$ cat config.mk
export PLATFORM = sky130hd
export DESIGN_NAME = spi_host_port
export DESIGN_NICKNAME = d
export VERILOG_FILES = /design/src/rtl/spi_host_pkg.sv /design/src/rtl/spi_bit_engine.sv /design/src/rtl/spi_status_flags.sv /design/src/rtl/spi_txn_ctrl.sv /design/src/rtl/spi_host_port.sv
export SDC_FILE = /design/constraint.sdc
export NUM_CORES = 1
export LEC_CHECK = 0
export ABC_AREA = 0
export BUFFER_PORTS_ARGS = -buffer_cell sky130_fd_sc_hd__buf_2
export CAP_MARGIN = 5
export CORE_ASPECT_RATIO = 1.2
export CORE_MARGIN = 2
export CORE_UTILIZATION = 50
export CTS_CLUSTER_SIZE = 10
export DETAILED_ROUTE_END_ITERATION = 8
export GPL_TIMING_DRIVEN = 0
export PLACE_DENSITY = 0.73
export SETUP_SLACK_MARGIN = 0.1
export SLEW_MARGIN = 20
export SYNTH_ARGS = -nofsm -noshare
export SYNTH_HDL_FRONTEND = slang
export SYNTH_HIERARCHICAL = 1
export SYNTH_SLANG_ARGS = --single-unit
$ cat constraint.sdc
create_clock -name clk_i -period 2.2 [get_ports clk_i]
set_input_delay 0.44 -clock clk_i [delete_from_list [all_inputs] [get_ports clk_i]]
set_output_delay 0.44 -clock clk_i [all_outputs]
set_load 0.02 [all_outputs]
$ cat src/rtl/spi_host_pkg.sv
package spi_host_pkg;
  localparam int BYTE_W = 8;
  localparam int REG_AW = BYTE_W - 2;
  localparam int RAM_AW = BYTE_W - 1;
  localparam int BANK_W = 2;
  localparam int WORD_W = 2 * BYTE_W;
  localparam int CNT_W  = $clog2(BYTE_W);

  typedef enum logic [2:0] {
    ST_CMD,
    ST_REG_HI,
    ST_REG_LO,
    ST_FIFO,
    ST_RAM_BANK,
    ST_RAM_DATA
  } txn_state_e;
endpackage

$ cat src/rtl/spi_bit_engine.sv
module spi_bit_engine
  import spi_host_pkg::*;
#(
  parameter int SYNC_STAGES = 2
) (
  input  logic              clk_i,
  input  logic              rst_ni,
  input  logic              sclk_i,
  input  logic              csn_i,
  input  logic              sdi_i,
  input  logic [BYTE_W-1:0] tx_byte_i,
  output logic              cs_act_o,
  output logic              rx_valid_o,
  output logic [BYTE_W-1:0] rx_byte_o,
  output logic              sdo_o
);
  logic [SYNC_STAGES:0] sclk_p, csn_p, sdi_p;
  logic sclk_s, sclk_d, sdi_s, rise, fall, cs_start;
  logic [CNT_W-1:0]  cnt_q;
  logic [BYTE_W-2:0] shin_q;
  logic [BYTE_W-1:0] tx_q;
  logic ld1_q, ld2_q;

  always_ff @(posedge clk_i or negedge rst_ni) begin
    if (!rst_ni) begin
      sclk_p <= '0;
      csn_p  <= '1;
      sdi_p  <= '0;
    end else begin
      sclk_p <= {sclk_p[SYNC_STAGES-1:0], sclk_i};
      csn_p  <= {csn_p[SYNC_STAGES-1:0], csn_i};
      sdi_p  <= {sdi_p[SYNC_STAGES-1:0], sdi_i};
    end
  end

  assign sclk_s   = sclk_p[SYNC_STAGES-1];
  assign sclk_d   = sclk_p[SYNC_STAGES];
  assign sdi_s    = sdi_p[SYNC_STAGES-1];
  assign cs_act_o = ~csn_p[SYNC_STAGES-1];
  assign cs_start = csn_p[SYNC_STAGES] & ~csn_p[SYNC_STAGES-1];
  assign rise     = sclk_s & ~sclk_d;
  assign fall     = ~sclk_s & sclk_d;

  // Reload of tx_q waits two cycles so the controller's address step lands first
  always_ff @(posedge clk_i or negedge rst_ni) begin
    if (!rst_ni) begin
      cnt_q      <= '0;
      shin_q     <= '0;
      rx_valid_o <= 1'b0;
      rx_byte_o  <= '0;
      tx_q       <= '0;
      ld1_q      <= 1'b0;
      ld2_q      <= 1'b0;
    end else begin
      rx_valid_o <= 1'b0;
      ld1_q      <= cs_start | rx_valid_o;
      ld2_q      <= ld1_q;
      if (!cs_act_o) begin
        cnt_q <= '0;
      end else if (rise) begin
        shin_q <= {shin_q[BYTE_W-3:0], sdi_s};
        cnt_q  <= cnt_q + 1'b1;
        if (cnt_q == CNT_W'(BYTE_W - 1)) begin
          rx_valid_o <= 1'b1;
          rx_byte_o  <= {shin_q, sdi_s};
        end
      end
      if (ld2_q) tx_q <= tx_byte_i;
      else if (fall && cnt_q != '0) tx_q <= {tx_q[BYTE_W-2:0], 1'b0};
    end
  end

  assign sdo_o = cs_act_o & tx_q[BYTE_W-1];

  assert_abort_clears_R12: assert property (@(posedge clk_i) disable iff (!rst_ni)
    !cs_act_o |=> (cnt_q == '0));
  assert_sdo_idle_R1: assert property (@(posedge clk_i) disable iff (!rst_ni)
    !cs_act_o |-> !sdo_o);
endmodule

$ cat src/rtl/spi_status_flags.sv
module spi_status_flags
  import spi_host_pkg::*;
(
  input  logic              clk_i,
  input  logic              rst_ni,
  input  logic              osc_running_i,
  input  logic              set_i,
  input  logic              flush_i,
  input  logic [4:0]        low_i,
  output logic [BYTE_W-1:0] status_o
);
  logic flag_q;

  always_ff @(posedge clk_i or negedge rst_ni) begin
    if (!rst_ni)      flag_q <= 1'b0;
    else if (set_i)   flag_q <= 1'b1;
    else if (flush_i) flag_q <= 1'b0;
  end

  assign status_o = {1'b0, osc_running_i, flag_q, low_i};

  assert_flag_set_R3: assert property (@(posedge clk_i) disable iff (!rst_ni)
    set_i |=> status_o[5]);
  assert_flag_clear_R3: assert property (@(posedge clk_i) disable iff (!rst_ni)
    flush_i && !set_i |=> !status_o[5]);
endmodule

$ cat src/rtl/spi_txn_ctrl.sv
module spi_txn_ctrl
  import spi_host_pkg::*;
#(
  parameter logic [REG_AW-1:0] STROBE_LAST = 6'h0E,
  parameter logic [REG_AW-1:0] FIFO_ADDR   = 6'h3E,
  parameter int                SEC_DEPTH   = 112
) (
  input  logic              clk_i,
  input  logic              rst_ni,
  input  logic              cs_act_i,
  input  logic              rx_valid_i,
  input  logic [BYTE_W-1:0] rx_byte_i,
  input  logic [BYTE_W-1:0] status_i,
  input  logic [WORD_W-1:0] reg_rdata_i,
  input  logic [BYTE_W-1:0] ram_rdata_i,
  output logic [BYTE_W-1:0] tx_byte_o,
  output logic              strobe_o,
  output logic [REG_AW-1:0] strobe_addr_o,
  output logic [REG_AW-1:0] reg_addr_o,
  output logic [WORD_W-1:0] reg_wdata_o,
  output logic              reg_we_o,
  output logic              fifo_we_o,
  output logic [BYTE_W-1:0] fifo_wdata_o,
  output logic [BANK_W-1:0] ram_bank_o,
  output logic [RAM_AW-1:0] ram_addr_o,
  output logic [BYTE_W-1:0] ram_wdata_o,
  output logic              ram_we_o
);
  localparam logic [RAM_AW-1:0] SEC_LIM = RAM_AW'(SEC_DEPTH);
  localparam logic [BANK_W-1:0] SEC_BANK = BANK_W'(2);
  localparam logic [BANK_W-1:0] NO_BANK  = BANK_W'(3);

  txn_state_e        state_q;
  logic              rd_q, ro_q, reg_step_q, ram_step_q, loc_ok;
  logic [BYTE_W-1:0] hi_q;

  assign loc_ok = (ram_bank_o != NO_BANK) &&
                  !((ram_bank_o == SEC_BANK) && (ram_addr_o >= SEC_LIM));

  always_ff @(posedge clk_i or negedge rst_ni) begin
    if (!rst_ni) begin
      state_q       <= ST_CMD;
      rd_q          <= 1'b0;
      ro_q          <= 1'b0;
      hi_q          <= '0;
      reg_step_q    <= 1'b0;
      ram_step_q    <= 1'b0;
      strobe_o      <= 1'b0;
      strobe_addr_o <= '0;
      reg_addr_o    <= '0;
      reg_wdata_o   <= '0;
      reg_we_o      <= 1'b0;
      fifo_we_o     <= 1'b0;
      fifo_wdata_o  <= '0;
      ram_bank_o    <= '0;
      ram_addr_o    <= '0;
      ram_wdata_o   <= '0;
      ram_we_o      <= 1'b0;
    end else begin
      strobe_o   <= 1'b0;
      reg_we_o   <= 1'b0;
      fifo_we_o  <= 1'b0;
      ram_we_o   <= 1'b0;
      reg_step_q <= 1'b0;
      ram_step_q <= 1'b0;
      if (reg_step_q) reg_addr_o <= reg_addr_o + 1'b1;
      if (ram_step_q) ram_addr_o <= ram_addr_o + 1'b1;
      if (!cs_act_i) begin
        state_q <= ST_CMD;
      end else if (rx_valid_i) begin
        unique case (state_q)
          ST_CMD: begin
            if (rx_byte_i[BYTE_W-1]) begin
              ram_addr_o <= rx_byte_i[RAM_AW-1:0];
              state_q    <= ST_RAM_BANK;
            end else if (rx_byte_i[REG_AW-1:0] <= STROBE_LAST) begin
              strobe_o      <= 1'b1;
              strobe_addr_o <= rx_byte_i[REG_AW-1:0];
            end else if (rx_byte_i[REG_AW-1:0] == FIFO_ADDR && !rx_byte_i[REG_AW]) begin
              state_q <= ST_FIFO;
            end else begin
              reg_addr_o <= rx_byte_i[REG_AW-1:0];
              rd_q       <= rx_byte_i[REG_AW];
              state_q    <= ST_REG_HI;
            end
          end
          ST_REG_HI: begin
            hi_q    <= rx_byte_i;
            state_q <= ST_REG_LO;
          end
          ST_REG_LO: begin
            if (!rd_q) begin
              reg_we_o    <= 1'b1;
              reg_wdata_o <= {hi_q, rx_byte_i};
            end
            reg_step_q <= 1'b1;
            state_q    <= ST_REG_HI;
          end
          ST_FIFO: begin
            fifo_we_o    <= 1'b1;
            fifo_wdata_o <= rx_byte_i;
          end
          ST_RAM_BANK: begin
            ram_bank_o <= rx_byte_i[BYTE_W-1 -: BANK_W];
            ro_q       <= rx_byte_i[BYTE_W-1-BANK_W];
            state_q    <= ST_RAM_DATA;
          end
          ST_RAM_DATA: begin
            ram_step_q <= 1'b1;
            if (!ro_q && loc_ok) begin
              ram_we_o    <= 1'b1;
              ram_wdata_o <= rx_byte_i;
            end
          end
          default: state_q <= ST_CMD;
        endcase
      end
    end
  end

  always_comb begin
    unique case (state_q)
      ST_REG_HI:   tx_byte_o = rd_q ? reg_rdata_i[WORD_W-1:BYTE_W] : '0;
      ST_REG_LO:   tx_byte_o = rd_q ? reg_rdata_i[BYTE_W-1:0] : '0;
      ST_RAM_BANK: tx_byte_o = '0;
      ST_RAM_DATA: tx_byte_o = loc_ok ? ram_rdata_i : '0;
      default:     tx_byte_o = status_i;
    endcase
  end

  assert_strobe_single_R4: assert property (@(posedge clk_i) disable iff (!rst_ni)
    strobe_o |=> !strobe_o);
  assert_one_action_R5: assert property (@(posedge clk_i) disable iff (!rst_ni)
    $onehot0({strobe_o, reg_we_o, fifo_we_o, ram_we_o}));
  assert_reg_step_R7: assert property (@(posedge clk_i) disable iff (!rst_ni)
    reg_we_o |=> reg_addr_o == $past(reg_addr_o) + 1'b1);
  assert_ram_step_R7: assert property (@(posedge clk_i) disable iff (!rst_ni)
    ram_we_o |=> ram_addr_o == $past(ram_addr_o) + 1'b1);
  assert_ram_limit_R11: assert property (@(posedge clk_i) disable iff (!rst_ni)
    ram_we_o |-> (ram_bank_o != NO_BANK) &&
                 !((ram_bank_o == SEC_BANK) && (ram_addr_o >= SEC_LIM)));
endmodule

$ cat src/rtl/spi_host_port.sv
module spi_host_port
  import spi_host_pkg::*;
#(
  parameter int                SYNC_STAGES = 2,
  parameter logic [REG_AW-1:0] STROBE_LAST = 6'h0E,
  parameter logic [REG_AW-1:0] FLUSH_ADDR  = 6'h09,
  parameter logic [REG_AW-1:0] FIFO_ADDR   = 6'h3E,
  parameter int                SEC_DEPTH   = 112
) (
  input  logic              clk_i,
  input  logic              rst_ni,
  input  logic              sclk_i,
  input  logic              csn_i,
  input  logic              sdi_i,
  output logic              sdo_o,
  input  logic              osc_running_i,
  input  logic              tx_underflow_set_i,
  input  logic [4:0]        status_low_i,
  output logic              strobe_o,
  output logic [REG_AW-1:0] strobe_addr_o,
  output logic [REG_AW-1:0] reg_addr_o,
  output logic [WORD_W-1:0] reg_wdata_o,
  output logic              reg_we_o,
  input  logic [WORD_W-1:0] reg_rdata_i,
  output logic              fifo_we_o,
  output logic [BYTE_W-1:0] fifo_wdata_o,
  output logic [BANK_W-1:0] ram_bank_o,
  output logic [RAM_AW-1:0] ram_addr_o,
  output logic [BYTE_W-1:0] ram_wdata_o,
  output logic              ram_we_o,
  input  logic [BYTE_W-1:0] ram_rdata_i
);
  logic              cs_act, rx_valid, flush;
  logic [BYTE_W-1:0] rx_byte, tx_byte, status;

  assign flush = strobe_o && (strobe_addr_o == FLUSH_ADDR);

  spi_bit_engine #(.SYNC_STAGES(SYNC_STAGES)) u_bits (
    .clk_i, .rst_ni, .sclk_i, .csn_i, .sdi_i,
    .tx_byte_i (tx_byte),
    .cs_act_o  (cs_act),
    .rx_valid_o(rx_valid),
    .rx_byte_o (rx_byte),
    .sdo_o
  );

  spi_status_flags u_status (
    .clk_i, .rst_ni, .osc_running_i,
    .set_i   (tx_underflow_set_i),
    .flush_i (flush),
    .low_i   (status_low_i),
    .status_o(status)
  );

  spi_txn_ctrl #(
    .STROBE_LAST(STROBE_LAST),
    .FIFO_ADDR  (FIFO_ADDR),
    .SEC_DEPTH  (SEC_DEPTH)
  ) u_ctrl (
    .clk_i, .rst_ni,
    .cs_act_i  (cs_act),
    .rx_valid_i(rx_valid),
    .rx_byte_i (rx_byte),
    .status_i  (status),
    .reg_rdata_i, .ram_rdata_i,
    .tx_byte_o (tx_byte),
    .strobe_o, .strobe_addr_o,
    .reg_addr_o, .reg_wdata_o, .reg_we_o,
    .fifo_we_o, .fifo_wdata_o,
    .ram_bank_o, .ram_addr_o, .ram_wdata_o, .ram_we_o
  );
endmodule

# Yosys cells after proc, flatten, opt, wreduce, memory -nomap -nowiden
# Index checks and enable logic that the tools add are counted.
# word_totals
reg_bits	110
out_inout_bits	58
wordCells	136
# classes
add_sub_neg	3
magnitude_cmp	2
eq_ne	12
muxes	53
n_bitwise	12
n_reduce_logical	26
# ops
cell	count
$mux W6	7
$mux W8	5
$mux W7	5
$pmux W8 S4	1
$mux W1	27
$mux W3	6
$pmux W3 S5	1
$reduce_and A3 Y1	5
$eq A3 B3 Y1 const B	3
$reduce_and A4 Y1	2
$reduce_bool A2 Y1	4
$add A7 B1 Y7 const B	1
$ge A7 B7 Y1 const B	1
$not A1 Y1	7
$add A6 B1 Y6 const B	1
$eq A3 B2 Y1 const B	2
$eq A6 B4 Y1 const B	1
$eq A6 B6 Y1 const B	1
$le A6 B4 Y1 const B	1
$logic_and A1 B1 Y1	6
$reduce_and A6 Y1	1
$reduce_and A5 Y1	1
$and A1 B1 Y1	4
$ne A4 B4 Y1 const B	1
12 further kinds	14

# Depth between registers and ports, before layout
# logic_depth
depth_word	9
mapped_depth	8

# Hierarchy
# Netlist, hierarchy kept.
# modules_own_cells
mod	n_inst	cells_per_inst	area_per_inst_um2	seq_area_each_um2
spi_txn_ctrl	1	286	3365.7	1801.7
spi_bit_engine	1	101	1511.4	929.6
spi_status_flags	1	12	100.1	25.0
spi_host_port	1	2	26.3	0.0

# Worst setup path before layout
# Ideal clock, no wire load.
# synth_timing
kind	reg2reg
startpoint	reg u_ctrl.ram_addr_o[5]
endpoint	reg u_bits.tx_q[2]
setup_time_ns	0.066
t_arrival_ns	1.753
slack_ns	0.381
stages_incl_launch_ff	6
path_buffers	0
path_cell_list	dfrtp_1 -> a31o_1 -> a211oi_1 -> a221oi_1 -> nor2_1 -> a221o_1
# synth_via
elab_chain_cells	7
# synth_lines
item	line	rtl
start, declared	spi_txn_ctrl.sv:25	output logic [RAM_AW-1:0] ram_addr_o,
start signal, assigned	spi_txn_ctrl.sv:67	if (ram_step_q) ram_addr_o <= ram_addr_o + 1'b1;
start signal, assigned	spi_txn_ctrl.sv:74	ram_addr_o <= rx_byte_i[RAM_AW-1:0];
$ge A7 B7 Y1	spi_txn_ctrl.sv:38	!((ram_bank_o == SEC_BANK) && (ram_addr_o >= SEC_LIM));
$logic_and A1 B1 Y1	spi_txn_ctrl.sv:38	
$logic_not A1 Y1	spi_txn_ctrl.sv:38	
$logic_and A1 B1 Y1	spi_txn_ctrl.sv:37	assign loc_ok = (ram_bank_o != NO_BANK) &&
$mux W8	spi_txn_ctrl.sv:126	ST_RAM_DATA: tx_byte_o = loc_ok ? ram_rdata_i : '0;
$pmux W8 S4	spi_txn_ctrl.sv:122	unique case (state_q)
named net tx_byte[2]	spi_host_port.sv:34	logic [BYTE_W-1:0] rx_byte, tx_byte, status;
$mux W8	spi_bit_engine.sv:68	if (ld2_q) tx_q <= tx_byte_i;
end signal, assigned	spi_bit_engine.sv:68	
end signal, assigned	spi_bit_engine.sv:69	else if (fall && cnt_q != '0) tx_q <= {tx_q[BYTE_W-2:0], 1'b0};
end, declared	spi_bit_engine.sv:21	logic [BYTE_W-1:0] tx_q;
# The timed path passes the listed nets, and every way through them passes these cells.
# A chain may end at the register's enable or synchronous reset.

# Final worst setup path
# layout_timing
startpoint	reg u_ctrl.ram_addr_o[5]
endpoint	reg u_bits.tx_q[5]
# The elaborated chain is that of the path after synthesis.

==> flow_summary_export.csv <==
group,metric,value,unit
status,outcome,"completed",
timing,tightest_slew,780,ps
critical_path,ff2ff_path_depth,5,
route,ant_nets,0,
yosys,avgSynthCellArea,12.5,µm²
yosys,synthFlopType,"dfrtp_1",
critical_path,startpoint_type,"flop",
clocking,cts_tree,"done",
clocking,clk_pin_slew,70,ps
route,route.detailed.drc,0,
yosys,ys_seq_area_share,55.1,%
floorplan,io-pin-count,94,
critical_path,crit_arrival,2260,ps
yosys,synth_top_area_share,53.5,%
timing,setup_viol,0,
layout,final_core_util,60.4,%
critical_path,crit_path_end_kind,"flop",
floorplan,die_w,95.3,µm
yosys,syn_inst,401,
route,wl_per_cell,16.4,µm
yosys,async_flop_share,100,%
route,via_count,3349,
route,drt_pre_antenna_iters,5,
clocking,cts_made_buffers,9,
clocking,cts_buffer_depth,2,
timing,post-route-period-util,90.0,%
route,drt-total-wl,10.4,mm
yosys,synth.area.top_cells,"dfrtp_1 54%, mux2_2 14%, nand2_1 2.9%",
timing,relSlewSlack,47.6,%
route,avgViaCountPerCell,5.28,
power,ir_drop,0.460,mV
yosys,syn_area,5000,µm²
global_routing,grt_pass1_vias,3353,
layout,drive_above_1_share,41.9,%
placement,place.gp.congestion,0.860,
critical_path,rrSetupSlack,220,ps
floorplan,die_h,114,µm
global_routing,grt_usage,20.4,%
critical_path,required,2480,ps
layout,syn_to_final_growth,19.0,%
yosys,ys_seq_elements,110,
floorplan,num_rows,40,
placement,port_buffers,87,
timing,timing.setup.tns,0,ps
flow_run,cap_violations,0,
clocking,cts_sinks,110,
timing,fin_crit,1980,ps
timing,slew_violations,0,
hold_path,hp-class,"in2async",
critical_path,worstPathMaxFanout,8,
clocking,cts-root-buf,"clkbuf_16",
critical_path,rr_startpoint,"u_ctrl/ram_addr_o[5]$_DFF_PN0_",
layout,n_antenna_cell,0,
timing,holdWs,9.39,ps
yosys,yosys_warnings,6,
timing,rsz0062_at_grt,"false",
placement,dp_hpwl,7.19,mm
yosys,synth-edff-count,0,
route,drtIter0Drc,137,
global_routing,grt_max_degree,67,
timing,finClkSkew,6.35,ps
power,power_density,784,nW/µm²
yosys,synthDistinctLibCells,53,
yosys,synthesis.nets,443,
floorplan,fp.dieArea,10800,µm²
clocking,htreeDepth,3,
layout,finalNetCount,546,
floorplan,start_util,50.7,%
yosys,yosysMostFrequentCell,"dfrtp_1",
power,leakage,3.03,nW
floorplan,core-area,9860,µm²
timing,maxClockFrequency,505,MHz
placement,post-place-ws,-161,ps
clocking,clock_latency,340,ps
timing,hold_viol,0,
timing,fin_ws,221,ps
critical_path,path_class,"reg2reg",
global_routing,gr-total-overflow,0,
critical_path,r2r-end,"u_bits/tx_q[5]$_DFFE_PN0P_",
yosys,yosysTopAreaCell,"dfrtp_1",
yosys,synthTopCellsByCount,"107 x dfrtp_1, 62 x mux2_2, 39 x nand2_1, 30 x nor2_1, 11 x a21oi_1",
global_routing,antenna_found_initial,0,
global_routing,grt_pass1_wl,16.9,mm
==> stage by stage <==
step	instances	power [mW]	cell area, µm²
6_report	634	4.67	5950
5_1_grt	634	4.91	5950
4_1_cts	630	4.71	5920
3_5_place_dp	615	3.17	5630
3_3_place_gp	614	3.13	5600
2_1_floorplan	401	2.91	5000
==> worst max path at each step <==
| stage | startpoint | endpoint | slack [ps] |
|---|---|---|---|
| after detailed placement | u_ctrl/ram_addr_o[5]$_DFF_PN0_ | u_bits/tx_q[5]$_DFFE_PN0P_ | -160 |
| after floorplan | u_ctrl/ram_addr_o[5]$_DFF_PN0_ | u_bits/tx_q[2]$_DFFE_PN0P_ | 380 |
| after global placement | rst_ni | u_ctrl/reg_wdata_o[2]$_DFFE_PN0P_ | -470 |
| final | u_ctrl/ram_addr_o[5]$_DFF_PN0_ | u_bits/tx_q[5]$_DFFE_PN0P_ | 220 |
| after CTS | u_bits/csn_p[1]$_DFF_PN1_ | u_ctrl/reg_wdata_o[6]$_DFFE_PN0P_ | 140 |
| after global routing | u_ctrl/ram_addr_o[6]$_DFF_PN0_ | u_bits/tx_q[5]$_DFFE_PN0P_ | 120 |
==> power by group <==
part | internal [mW] | leakage, nW | total, mW | switching (mW)
logic | 0.388 | 1.41 | 0.898 | 0.510
registers | 2.17 | 1.48 | 2.25 | 0.0829
clock network | 0.806 | 0.137 | 1.52 | 0.713
total | 3.36 | 3.03 | 4.67 | 1.31
==> final cells by class <==
type | instances | area (µm²)
buffer | 24 | 158
sequential | 110 | 2760
clock inverter | 5 | 41.3
multi-input combinational | 258 | 2070
clock buffer | 10 | 239
fill | 798 | 3910
timing repair buffer | 92 | 499
inverter | 9 | 33.8
tap | 126 | 158
==> repair_timing <==
item	CTS	global route
hold buffers	0	0
setup endpoints to repair	17	13
pin swaps	1	2
gates resized for setup	2	3
setup buffers	0	4
==> cell usage in the layout (no fill, tap or decap), drive strengths merged, types with 2 or more instances in the layout <==
master / instances
and2: 3
clkbuf: 18
nand3: 4
nand4: 4
nor3b: 7
xor2: 5
nor4b: 2
nand2: 40
nand2b: 4
dfstp: 3
a21oi: 11
buf: 108
nor2b: 10
a221oi: 8
dfrtp: 107
ha: 6
a221o: 7
xnor2: 9
nor2: 32
mux2: 70
nor3: 4
o21ai: 10
mux2i: 5
a21o: 2
inv: 12
or2: 2
==> state kept, by name, summed over array words and instances (netlist names), 6 cells and up <==
signal and count:
u_ctrl/ram_addr_o 7, u_ctrl/fifo_wdata_o 8, u_ctrl/ram_wdata_o 8, u_ctrl/reg_addr_o 6, u_bits/shin_q 7, u_ctrl/hi_q 8, u_ctrl/reg_wdata_o 16, u_ctrl/strobe_addr_o 6
u_bits/rx_byte_o 8, u_bits/tx_q 8
==> critical path: stages (launching register included) <==
cell and delay (ps):
dfrtp_1 420, a31o_1 290, a211oi_2 680, a221oi_1 220, nor2_1 160, a221o_1 160
==> routing by layer <==
metal  part of all wire [%]  global-route usage [%]  up-vias  wire length, µm
li1                       -                       -     1594                -
met1                     43                    25.9     1665             4440
met2                     51                    34.4       76             5350
met3                    4.1                    3.76       14              429
met4                    1.8                    7.83        0              186
met5                      0                       0        -                0
==> logic make-up after synthesis <==
kind of cell	after synthesis	share of synthesized area (%)
compound gates	45	7.00
flops	110	55.1
simple gates	117	12.7
buf+inv	33	3.80
fa+ha+maj	6	1.50
mux	75	17.4
xor+xnor	14	2.45
other cells	1	0.0749
No activity file was read; power rests on OpenSTA's default activity.
